==> config.mk <==
export PLATFORM = sky130hd
export DESIGN_NAME = tdma_doze_sched
export DESIGN_NICKNAME = d
export VERILOG_FILES = /design/src/rtl/tdma_doze_pkg.sv /design/src/rtl/cell_decoder.sv /design/src/rtl/frame_timer.sv /design/src/rtl/wake_window.sv /design/src/rtl/tdma_doze_sched.sv
export SDC_FILE = /design/constraint.sdc
export NUM_CORES = 1
export LEC_CHECK = 0
export BUFFER_PORTS_ARGS = -buffer_cell sky130_fd_sc_hd__buf_2
export CAP_MARGIN = 20
export CORE_ASPECT_RATIO = 1.2
export CORE_MARGIN = 10
export CORE_UTILIZATION = 27
export DETAILED_ROUTE_END_ITERATION = 12
export SLEW_MARGIN = 20
export SYNTH_ARGS = -nofsm -noshare
export SYNTH_HDL_FRONTEND = slang
export SYNTH_SLANG_ARGS = --single-unit
==> constraint.sdc <==
create_clock -name clk -period 4.5 [get_ports clk]
set_input_delay 0.9 -clock clk [delete_from_list [all_inputs] [get_ports clk]]
set_output_delay 0.9 -clock clk [all_outputs]
set_load 0.05 [all_outputs]
==> src/rtl/tdma_doze_pkg.sv <==
package tdma_doze_pkg;
  typedef enum logic {
    ST_HUNT  = 1'b0,
    ST_SCHED = 1'b1
  } doze_state_e;
endpackage

==> src/rtl/cell_decoder.sv <==
module cell_decoder #(
  parameter int ID_W   = 6,
  parameter int SLOT_W = 4,
  parameter int WORD_W = ID_W + 2*SLOT_W + 1,
  parameter int NSLOT  = 1 << SLOT_W
) (
  input  logic              clk,
  input  logic              rst_n,
  input  logic              listen,
  input  logic              cc_valid,
  input  logic              cc_sof,
  input  logic              cc_eof,
  input  logic              cc_bad,
  input  logic [WORD_W-1:0] cc_word,
  input  logic [ID_W-1:0]   own_id,
  output logic              commit,
  output logic [NSLOT-1:0]  new_rx,
  output logic [NSLOT-1:0]  new_tx,
  output logic [SLOT_W-1:0] new_off
);
  localparam int CNT_W = WORD_W - SLOT_W;

  logic              in_cell_q, err_q;
  logic [CNT_W-1:0]  seen_q, exp_q;
  logic [SLOT_W-1:0] off_q;
  logic [NSLOT-1:0]  rx_acc_q, tx_acc_q;

  logic              in_cell_d, err_d;
  logic [CNT_W-1:0]  seen_d, exp_d;
  logic [SLOT_W-1:0] off_d;
  logic [NSLOT-1:0]  rx_acc_d, tx_acc_d;

  logic              take;
  logic [ID_W-1:0]   rec_id;
  logic [SLOT_W-1:0] rec_start, rec_len;
  logic              rec_dir;
  logic [SLOT_W:0]   span_end;
  logic [NSLOT-1:0]  span, keep;
  logic [SLOT_W:0]   idx;

  // field split and the slot span of the current record
  always_comb begin
    rec_id    = cc_word[ID_W-1:0];
    rec_start = cc_word[ID_W+SLOT_W-1:ID_W];
    rec_len   = cc_word[ID_W+2*SLOT_W-1:ID_W+SLOT_W];
    rec_dir   = cc_word[WORD_W-1];
    span_end  = {1'b0, rec_start} + {1'b0, rec_len};
    for (int i = 0; i < NSLOT; i++) begin
      idx     = (SLOT_W+1)'(i);
      span[i] = (idx >= {1'b0, rec_start}) && (idx < span_end);
    end
  end

  // next state of the shadow accumulator
  always_comb begin
    take      = cc_valid & listen;
    in_cell_d = in_cell_q;
    err_d     = err_q;
    seen_d    = seen_q;
    exp_d     = exp_q;
    off_d     = off_q;
    rx_acc_d  = rx_acc_q;
    tx_acc_d  = tx_acc_q;
    if (take) begin
      if (cc_sof) begin
        err_d     = cc_bad;
        seen_d    = '0;
        exp_d     = cc_word[WORD_W-1:SLOT_W];
        off_d     = cc_word[SLOT_W-1:0];
        rx_acc_d  = '0;
        tx_acc_d  = '0;
        in_cell_d = ~cc_eof;
      end else if (in_cell_q) begin
        err_d = err_q | cc_bad;
        if (seen_q != {CNT_W{1'b1}}) seen_d = seen_q + 1'b1;
        if (rec_id == own_id) begin
          if (rec_dir) tx_acc_d = tx_acc_q | span;
          else         rx_acc_d = rx_acc_q | span;
        end
        in_cell_d = ~cc_eof;
      end
    end
  end

  // acceptance and clipping to the data slots of this frame
  always_comb begin
    for (int i = 0; i < NSLOT; i++) begin
      keep[i] = (i != 0) && ((SLOT_W+1)'(i) < {1'b0, off_d});
    end
    commit  = take & cc_eof & (cc_sof | in_cell_q) & ~err_d &
              (seen_d == exp_d) & (off_d != '0);
    new_rx  = rx_acc_d & keep;
    new_tx  = tx_acc_d & keep;
    new_off = off_d;
  end

  always_ff @(posedge clk or negedge rst_n) begin
    if (!rst_n) begin
      in_cell_q <= 1'b0;
      err_q     <= 1'b0;
      seen_q    <= '0;
      exp_q     <= '0;
      off_q     <= '0;
      rx_acc_q  <= '0;
      tx_acc_q  <= '0;
    end else if (take) begin
      in_cell_q <= in_cell_d;
      err_q     <= err_d;
      seen_q    <= seen_d;
      exp_q     <= exp_d;
      off_q     <= off_d;
      rx_acc_q  <= rx_acc_d;
      tx_acc_q  <= tx_acc_d;
    end
  end
endmodule

==> src/rtl/frame_timer.sv <==
module frame_timer
  import tdma_doze_pkg::*;
#(
  parameter int SLOT_W = 4,
  parameter int NSLOT  = 1 << SLOT_W
) (
  input  logic              clk,
  input  logic              rst_n,
  input  logic              slot_tick,
  input  logic              commit,
  input  logic [NSLOT-1:0]  new_rx,
  input  logic [NSLOT-1:0]  new_tx,
  input  logic [SLOT_W-1:0] new_off,
  output logic              hunt,
  output logic [SLOT_W-1:0] pos,
  output logic [SLOT_W-1:0] frame_off,
  output logic [NSLOT-1:0]  rx_mask,
  output logic [NSLOT-1:0]  tx_mask
);
  doze_state_e       state_q, state_d;
  logic [SLOT_W-1:0] pos_q, pos_d;
  logic [SLOT_W:0]   pos_inc;
  logic              load;

  always_comb begin
    state_d = state_q;
    pos_d   = pos_q;
    load    = 1'b0;
    pos_inc = {1'b0, pos_q} + 1'b1;
    if (state_q == ST_HUNT) begin
      if (commit) begin
        state_d = ST_SCHED;
        pos_d   = '0;
        load    = 1'b1;
      end
    end else if (slot_tick) begin
      if (pos_inc == {1'b0, frame_off}) begin
        state_d = ST_HUNT;
        pos_d   = '0;
      end else begin
        pos_d = pos_inc[SLOT_W-1:0];
      end
    end
  end

  always_ff @(posedge clk or negedge rst_n) begin
    if (!rst_n) begin
      state_q <= ST_HUNT;
      pos_q   <= '0;
    end else begin
      state_q <= state_d;
      pos_q   <= pos_d;
    end
  end

  always_ff @(posedge clk or negedge rst_n) begin
    if (!rst_n) begin
      frame_off <= '0;
      rx_mask   <= '0;
      tx_mask   <= '0;
    end else if (load) begin
      frame_off <= new_off;
      rx_mask   <= new_rx;
      tx_mask   <= new_tx;
    end
  end

  assign hunt = (state_q == ST_HUNT);
  assign pos  = pos_q;
endmodule

==> src/rtl/wake_window.sv <==
module wake_window #(
  parameter int SLOT_W = 4,
  parameter int NSLOT  = 1 << SLOT_W
) (
  input  logic              hunt,
  input  logic [SLOT_W-1:0] pos,
  input  logic [SLOT_W-1:0] lead,
  input  logic [SLOT_W-1:0] frame_off,
  input  logic [NSLOT-1:0]  rx_mask,
  input  logic [NSLOT-1:0]  tx_mask,
  output logic              rx_en,
  output logic              tx_en,
  output logic              rx_slot,
  output logic              tx_slot
);
  logic [SLOT_W:0]  reach, idx;
  logic [NSLOT-1:0] inwin;
  logic             cc_near;

  always_comb begin
    reach = {1'b0, pos} + {1'b0, lead};
    for (int i = 0; i < NSLOT; i++) begin
      idx      = (SLOT_W+1)'(i);
      inwin[i] = (idx >= {1'b0, pos}) && (idx <= reach);
    end
    cc_near = (reach >= {1'b0, frame_off});
    rx_en   = hunt | cc_near | (|(rx_mask & inwin));
    tx_en   = ~hunt & (|(tx_mask & inwin));
    rx_slot = ~hunt & rx_mask[pos];
    tx_slot = ~hunt & tx_mask[pos];
  end
endmodule

==> src/rtl/tdma_doze_sched.sv <==
module tdma_doze_sched #(
  parameter  int ID_W   = 6,
  parameter  int SLOT_W = 4,
  localparam int WORD_W = ID_W + 2*SLOT_W + 1
) (
  input  logic              clk,
  input  logic              rst_n,
  input  logic              slot_tick,
  input  logic              cc_valid,
  input  logic              cc_sof,
  input  logic              cc_eof,
  input  logic              cc_bad,
  input  logic [WORD_W-1:0] cc_word,
  input  logic [ID_W-1:0]   own_id,
  input  logic [SLOT_W-1:0] lead_ticks,
  output logic              rx_en,
  output logic              tx_en,
  output logic              rx_slot,
  output logic              tx_slot
);
  localparam int NSLOT = 1 << SLOT_W;

  logic [1:0]        rst_pipe;
  logic              rst_sync_n;
  logic              hunt, commit;
  logic [SLOT_W-1:0] pos, frame_off, new_off;
  logic [NSLOT-1:0]  rx_mask, tx_mask, new_rx, new_tx;

  // asynchronous assert, synchronous release
  always_ff @(posedge clk or negedge rst_n) begin
    if (!rst_n) rst_pipe <= 2'b00;
    else        rst_pipe <= {rst_pipe[0], 1'b1};
  end
  assign rst_sync_n = rst_pipe[1];

  cell_decoder #(.ID_W(ID_W), .SLOT_W(SLOT_W), .WORD_W(WORD_W), .NSLOT(NSLOT)) u_dec (
    .clk(clk), .rst_n(rst_sync_n), .listen(hunt),
    .cc_valid(cc_valid), .cc_sof(cc_sof), .cc_eof(cc_eof), .cc_bad(cc_bad),
    .cc_word(cc_word), .own_id(own_id),
    .commit(commit), .new_rx(new_rx), .new_tx(new_tx), .new_off(new_off)
  );

  frame_timer #(.SLOT_W(SLOT_W), .NSLOT(NSLOT)) u_tmr (
    .clk(clk), .rst_n(rst_sync_n), .slot_tick(slot_tick), .commit(commit),
    .new_rx(new_rx), .new_tx(new_tx), .new_off(new_off),
    .hunt(hunt), .pos(pos), .frame_off(frame_off),
    .rx_mask(rx_mask), .tx_mask(tx_mask)
  );

  wake_window #(.SLOT_W(SLOT_W), .NSLOT(NSLOT)) u_win (
    .hunt(hunt), .pos(pos), .lead(lead_ticks), .frame_off(frame_off),
    .rx_mask(rx_mask), .tx_mask(tx_mask),
    .rx_en(rx_en), .tx_en(tx_en), .rx_slot(rx_slot), .tx_slot(tx_slot)
  );
endmodule

### After elaboration in Yosys (flattened, before gate mapping)

Cells that the tools add are included.
Widths: inputs -> output; s select.

| word-level totals | value |
|---|---|
| register bits after elaboration | 103 |
| input port bits | 32 |

| operators by class | value |
|---|---|
| add/subtract/negate cells | 4 |
| reduce and logical (&&, ||, !) cells | 35 |
| mux-type cells | 36 |
| equal/unequal tests | 5 |
| $lt $le $gt $ge | 78 |
| bitwise logic cells | 22 |

Operator list:

| operator | count |
|---|---|
| $mux 16 | 10 |
| $mux 11 | 6 |
| $ge 4x4->1 const A | 14 |
| $le 4x5->1 const A | 8 |
| $lt 4x5->1 const A | 8 |
| $and 16x15->16 | 2 |
| $and 16x16->16 | 2 |
| $ge 3x4->1 const A | 8 |
| $or 16x16->16 | 2 |
| $reduce_or 16->1 | 2 |
| $logic_and 1x1->1 | 30 |
| $lt 4x4->1 const A | 7 |
| $mux 4 | 6 |
| $le 3x5->1 const A | 4 |
| $lt 3x5->1 const A | 4 |
| $ge 1x4->1 const A | 4 |
| $ge 2x4->1 const A | 4 |
| $lt 3x4->1 const A | 4 |
| $mux 1 | 12 |
| $add 11x1->11 const B | 1 |
| $eq 11x11->1 | 1 |
| $ne 11x11->1 const B | 1 |
| $add 4x4->5 | 2 |
| $le 1x5->1 const A | 2 |
| other kinds (18) | 36 |

### Longest topological paths before layout

| logic depth | value |
|---|---|
| word-level depth | 10 |
| mapped depth | 11 |
| gate-level depth less buffers | 10 |

### Cells and area by module

A second synthesis with hierarchy kept.

| unflattened totals | value |
|---|---|
| cell total of the unflattened synthesis | 649 |
| area, all modules | 6267.3 um2 |

Modules (own cells, without submodules):

| module | cells an instance | times used | area each (um2) | sequential area each (um2) |
|---|---|---|---|---|
| cell_decoder | 377 | 1 | 3335.7 | 1401.3 |
| frame_timer | 108 | 1 | 1665.3 | 1026.0 |
| wake_window | 161 | 1 | 1212.4 | 0.0 |
| tdma_doze_sched | 3 | 1 | 53.8 | 50.0 |

### Least setup slack after synthesis

Ideal clock, no wire load.

| timing path | value |
|---|---|
| kind | input to output |
| from | input port lead_ticks[1] |
| to | output port rx_en |
| path buffers | 1 |
| arrival time | 3329 ps |
| setup slack | 271 ps |
| stages on the path | 11 |
| path through | ha_1 -> a21o_1 -> a21oi_1 -> xor2_1 -> clkbuf_1 -> inv_1 -> ha_1 -> o21ai_0 -> nand4b_1 -> a221o_1 -> or3_1 |

| on the way | value |
|---|---|
| longest elaborated chain between the ends | 6 |

Ends and longest elaborated chain:

| item | line | text |
|---|---|---|
| start: declaration | tdma_doze_sched.sv:15 | `input logic [SLOT_W-1:0] lead_ticks,` |
| $add 4x4->5 * | wake_window.sv:21 | `reach = {1'b0, pos} + {1'b0, lead};` |
| $le 1x5->1 (tied with other cells) | wake_window.sv:24 | `inwin[i] = (idx >= {1'b0, pos}) && (idx <= reach);` |
| $logic_and 1x1->1 | wake_window.sv:24 |  |
| $and 16x16->16 | wake_window.sv:27 | `rx_en = hunt \| cc_near \| (\|(rx_mask & inwin));` |
| $reduce_or 16->1 | wake_window.sv:27 |  |
| $or 1x1->1 * | wake_window.sv:27 |  |
| end: declaration | tdma_doze_sched.sv:16 | `output logic rx_en,` |

Mark *: on every way between the ends. The rest lies on a longest branch, timed or not.

### Final worst setup path

| timing path | value |
|---|---|
| from | input port lead_ticks[0] |
| to | output port rx_en |

Same word-level chain as after synthesis.

==> impl_metrics.toml <==
[route]
vias = 4788
antenna_left = 0
routed_via_density = 5.09
dr.first_iter.drc_count = 284
dr.pass1.iters = 5
post-route-drc-count = 0
wl_per_cell_um = 17.6
totalWireLength_mm = 16.6

[power]
leakage_nw = 3.12
seqPwrFrac = 0.353
power.internal_mw = 1.72
power.net_switching_mw = 1.02
power_frac_clock = 0.281
power_frac_comb = 0.366
ir_drop_mv = 0.194
switching_share = 0.371
p_per_area_nw_per_um2 = 406

[die]
start_util = 0.275
fp.dieW_um = 156
die_y_um = 184
core_sq_um = 21900
dieArea_sq_um = 28700
ios = 36
rows = 59

[critical_path]
r2r_start = "u_dec.seen_q[0]"
max_stage_delay_ns = 0.62
crit_cells = 11
critical-path-top-delay-family = "adder cells"
crit_type = "primary input to output pin"
startpoint_type = "primary input"
cp_slowest_cell = "fa_2"
cp.arrival_ns = 3.35
ff2ff_path_depth = 9
crit_fanout = 7
crit_required_ns = 3.60
r2r_end = "u_tmr.tx_mask[10]"
cp-startpoint = "lead_ticks[0]"
endpoint = "rx_en"
worstPathCellList = "buf_2, ha_1, fa_2, ha_1, a21oi_1, nor2b_1, o21ai_0, nand4b_1, a221o_1, or3_1, buf_2"
path_buf_inv = 2
cp-end-kind = "output pin"
r2r_setup_slack_ns = 0.88

[sta]
totalNegativeSetupSlack_ns = 0
worstMarginPinSlew_ns = 0.962
setup_viol = 0
period_share = 0.944
rsz0062_at_grt = "false"
fmax_ghz = 0.235
final.min_clock_period_ns = 4.25
slew_headroom = 0.359
finClkSkew_ns = 0.0134
maxSlewViolCount = 0
hold_violations = 0

[min_path]
hold_class = "primary input to asynchronous set/reset pin"

[logic_synthesis]
syn-cell-area_sq_um = 6020
synth_cell_types = 80
netlist_instances = 632
ys_seq_area_frac = 0.395
synth_area_per_cell_sq_um = 9.52
syn-num-nets = 682
ys.flop_type = "dfrtp_1"
yosysWarnings = 0
async_flop_share = 1.00
synth-edff-count = 0
ys_ff_latch = 95

[job]
cap_violations = 0

[place]
gp_congestion = 0.863
place_inst = 925
portBuffers = 35
place_hpwl_mm = 12.6

[clocking]
cts_setup_buffers = 0
clockBufferDepth = 2
cts_tree = "built"
cts_hold_buffers = 0
cts.sinks = 95
htree_levels = 3
clkTransAtPathRegs_ns = 0.07
cts_root_buffer = "clkbuf_16"
cts_buffers = 9
clk_latency_ns = 0.36

[final_layout]
antennaDiodeCount = 0
most-common-layout-cells = "94 x dfrtp_1, 70 x nand2_1, 54 x nor2_1, 36 x a21oi_1"
fin_cells = 941
final_core_util = 0.309
layout-drive-gt1-share = 0.172
final_nets = 712
area.growth.synth_to_final_pct = 12.2
final_common_cell = "dfrtp_1"

[global_routing]
grt_pass1_vias = 4933
grt_max_degree = 54
grt_usage = 0.118
grt_pass1_wl_mm = 27.1
grt-ovfl-total = 0
antenna_found_initial = 1

[status]
status = "complete, no violations"
==> cell type report <==
type / instances / area (sq um)
clock buffers: 10 / 239
clock inverters: 6 / 60.1
fillers: 2291 / 15100
inverters: 35 / 131
multi-input cells: 469 / 3290
flip-flops and latches: 95 / 2380
well taps: 274 / 343
repair buffers: 52 / 303
==> through the flow <==
stage	setup WS [ns]	total power [mW]	area [sq um]	hold slack (ns)
6_report	0.253	2.74	6750	0.320
2_1_floorplan	0.271	1.70	6020	0.331
3_5_place_dp	0.198	1.97	6450	0.344
3_3_place_gp	0.241	1.96	6450	0.336
4_1_cts	0.190	2.76	6750	0.307
5_1_grt	0.0567	2.92	6750	0.306
==> per-layer routing <==
layer / wire length, um / GRT usage / vias up
li1: - / - / 2343
met1: 7870 / 0.159 / 2301
met2: 7560 / 0.185 / 120
met3: 843 / 0.0269 / 22
met4: 261 / 0.0325 / 2
met5: 17 / 0 / -
==> what timing repair did <==
action	in CTS	in global routing
resized for setup	0	1
endpoints found under the hold margin	0	0
setup endpoints to repair	0	1
==> kinds of logic after synthesis <==
| logic type | after synthesis | share of synthesized area |
|---|---|---|
| mux | 49 | 0.108 |
| fa+ha+maj | 18 | 0.0399 |
| other cells | 1 | 0.000623 |
| buf+inv | 68 | 0.0580 |
| xor+xnor | 27 | 0.0422 |
| compound gates | 154 | 0.169 |
| flops | 95 | 0.395 |
| simple gates | 220 | 0.187 |
==> flip-flops by register name (all words and copies together), names as in the netlist <==
signal	cells
u_dec.rx_acc_q	14
u_dec.tx_acc_q	14
u_tmr.rx_mask	14
u_tmr.tx_mask	14
u_dec.exp_q	11
u_dec.seen_q	11
u_dec.off_q	4
u_tmr.frame_off	4
u_tmr.pos	4
rst_pipe	2
u_dec.err_q	1
u_dec.in_cell_q	1
u_tmr.state_q	1
==> worst reg2reg max path, cell delays in order (launching register included) <==
cell and delay, ns:
dfrtp_1 0.43, ha_1 0.24, and4b_4 0.38, xnor2_1 0.15
o221ai_1 0.13, or4bb_1 0.58, a22oi_1 0.21, and4bb_2 0.89
buf_4 0.34, mux2i_1 0.20
==> power by group through the flow <==
stage               Sequential [mW]  Clock [mW]  Combinational (mW)
CTS                           0.966       0.797               0.991
detailed placement            0.983           0               0.986
floorplan                     0.968           0               0.728
finish                        0.966       0.771                1.00
global route                  0.976       0.824                1.12
global placement              0.982           0               0.979
==> cell usage after synthesis (3+ instances only) <==
master	instances	area, sq um
o21ai_0	33	165
a41oi_1	3	26.3
inv_1	35	131
a221oi_1	3	26.3
buf_6	4	45.0
nand2_1	70	263
a2111oi_0	3	26.3
nor4_1	6	37.5
a211oi_1	6	45.0
and3_2	3	22.5
o311ai_0	3	26.3
xor2_1	17	149
mux4_2	6	135
nand3_1	16	80.1
nand3b_1	3	22.5
a21oi_1	36	180
dfrtp_1	95	2380
and3_1	6	37.5
ha_1	16	200
and2_2	3	22.5
and2_1	7	43.8
mux2i_1	22	220
a32oi_1	9	78.8
mux2_2	6	67.6
o21a_1	8	60.1
clkbuf_8	4	55.1
nor2_1	54	203
xnor2_1	9	78.8
nor3_1	11	55.1
o211ai_1	3	22.5
a31oi_1	17	106
nand4_1	7	43.8
clkbuf_1	21	78.8
nor2b_1	9	56.3
mux2_4	15	225
a21o_1	10	75.1
==> worst min-delay path by stage <==
stage	start	to	slack (ns)	cells past startpoint
floorplan	rst_pipe[0]	rst_pipe[1]	0.33	0
global placement	rst_pipe[0]	rst_pipe[1]	0.34	0
detailed placement	rst_pipe[0]	rst_pipe[1]	0.34	0
CTS	rst_n	rst_pipe[1]	0.31	1
global route	rst_n	rst_pipe[1]	0.31	1
finish	rst_n	rst_pipe[1]	0.32	1
(Power assumes the default switching activity.)
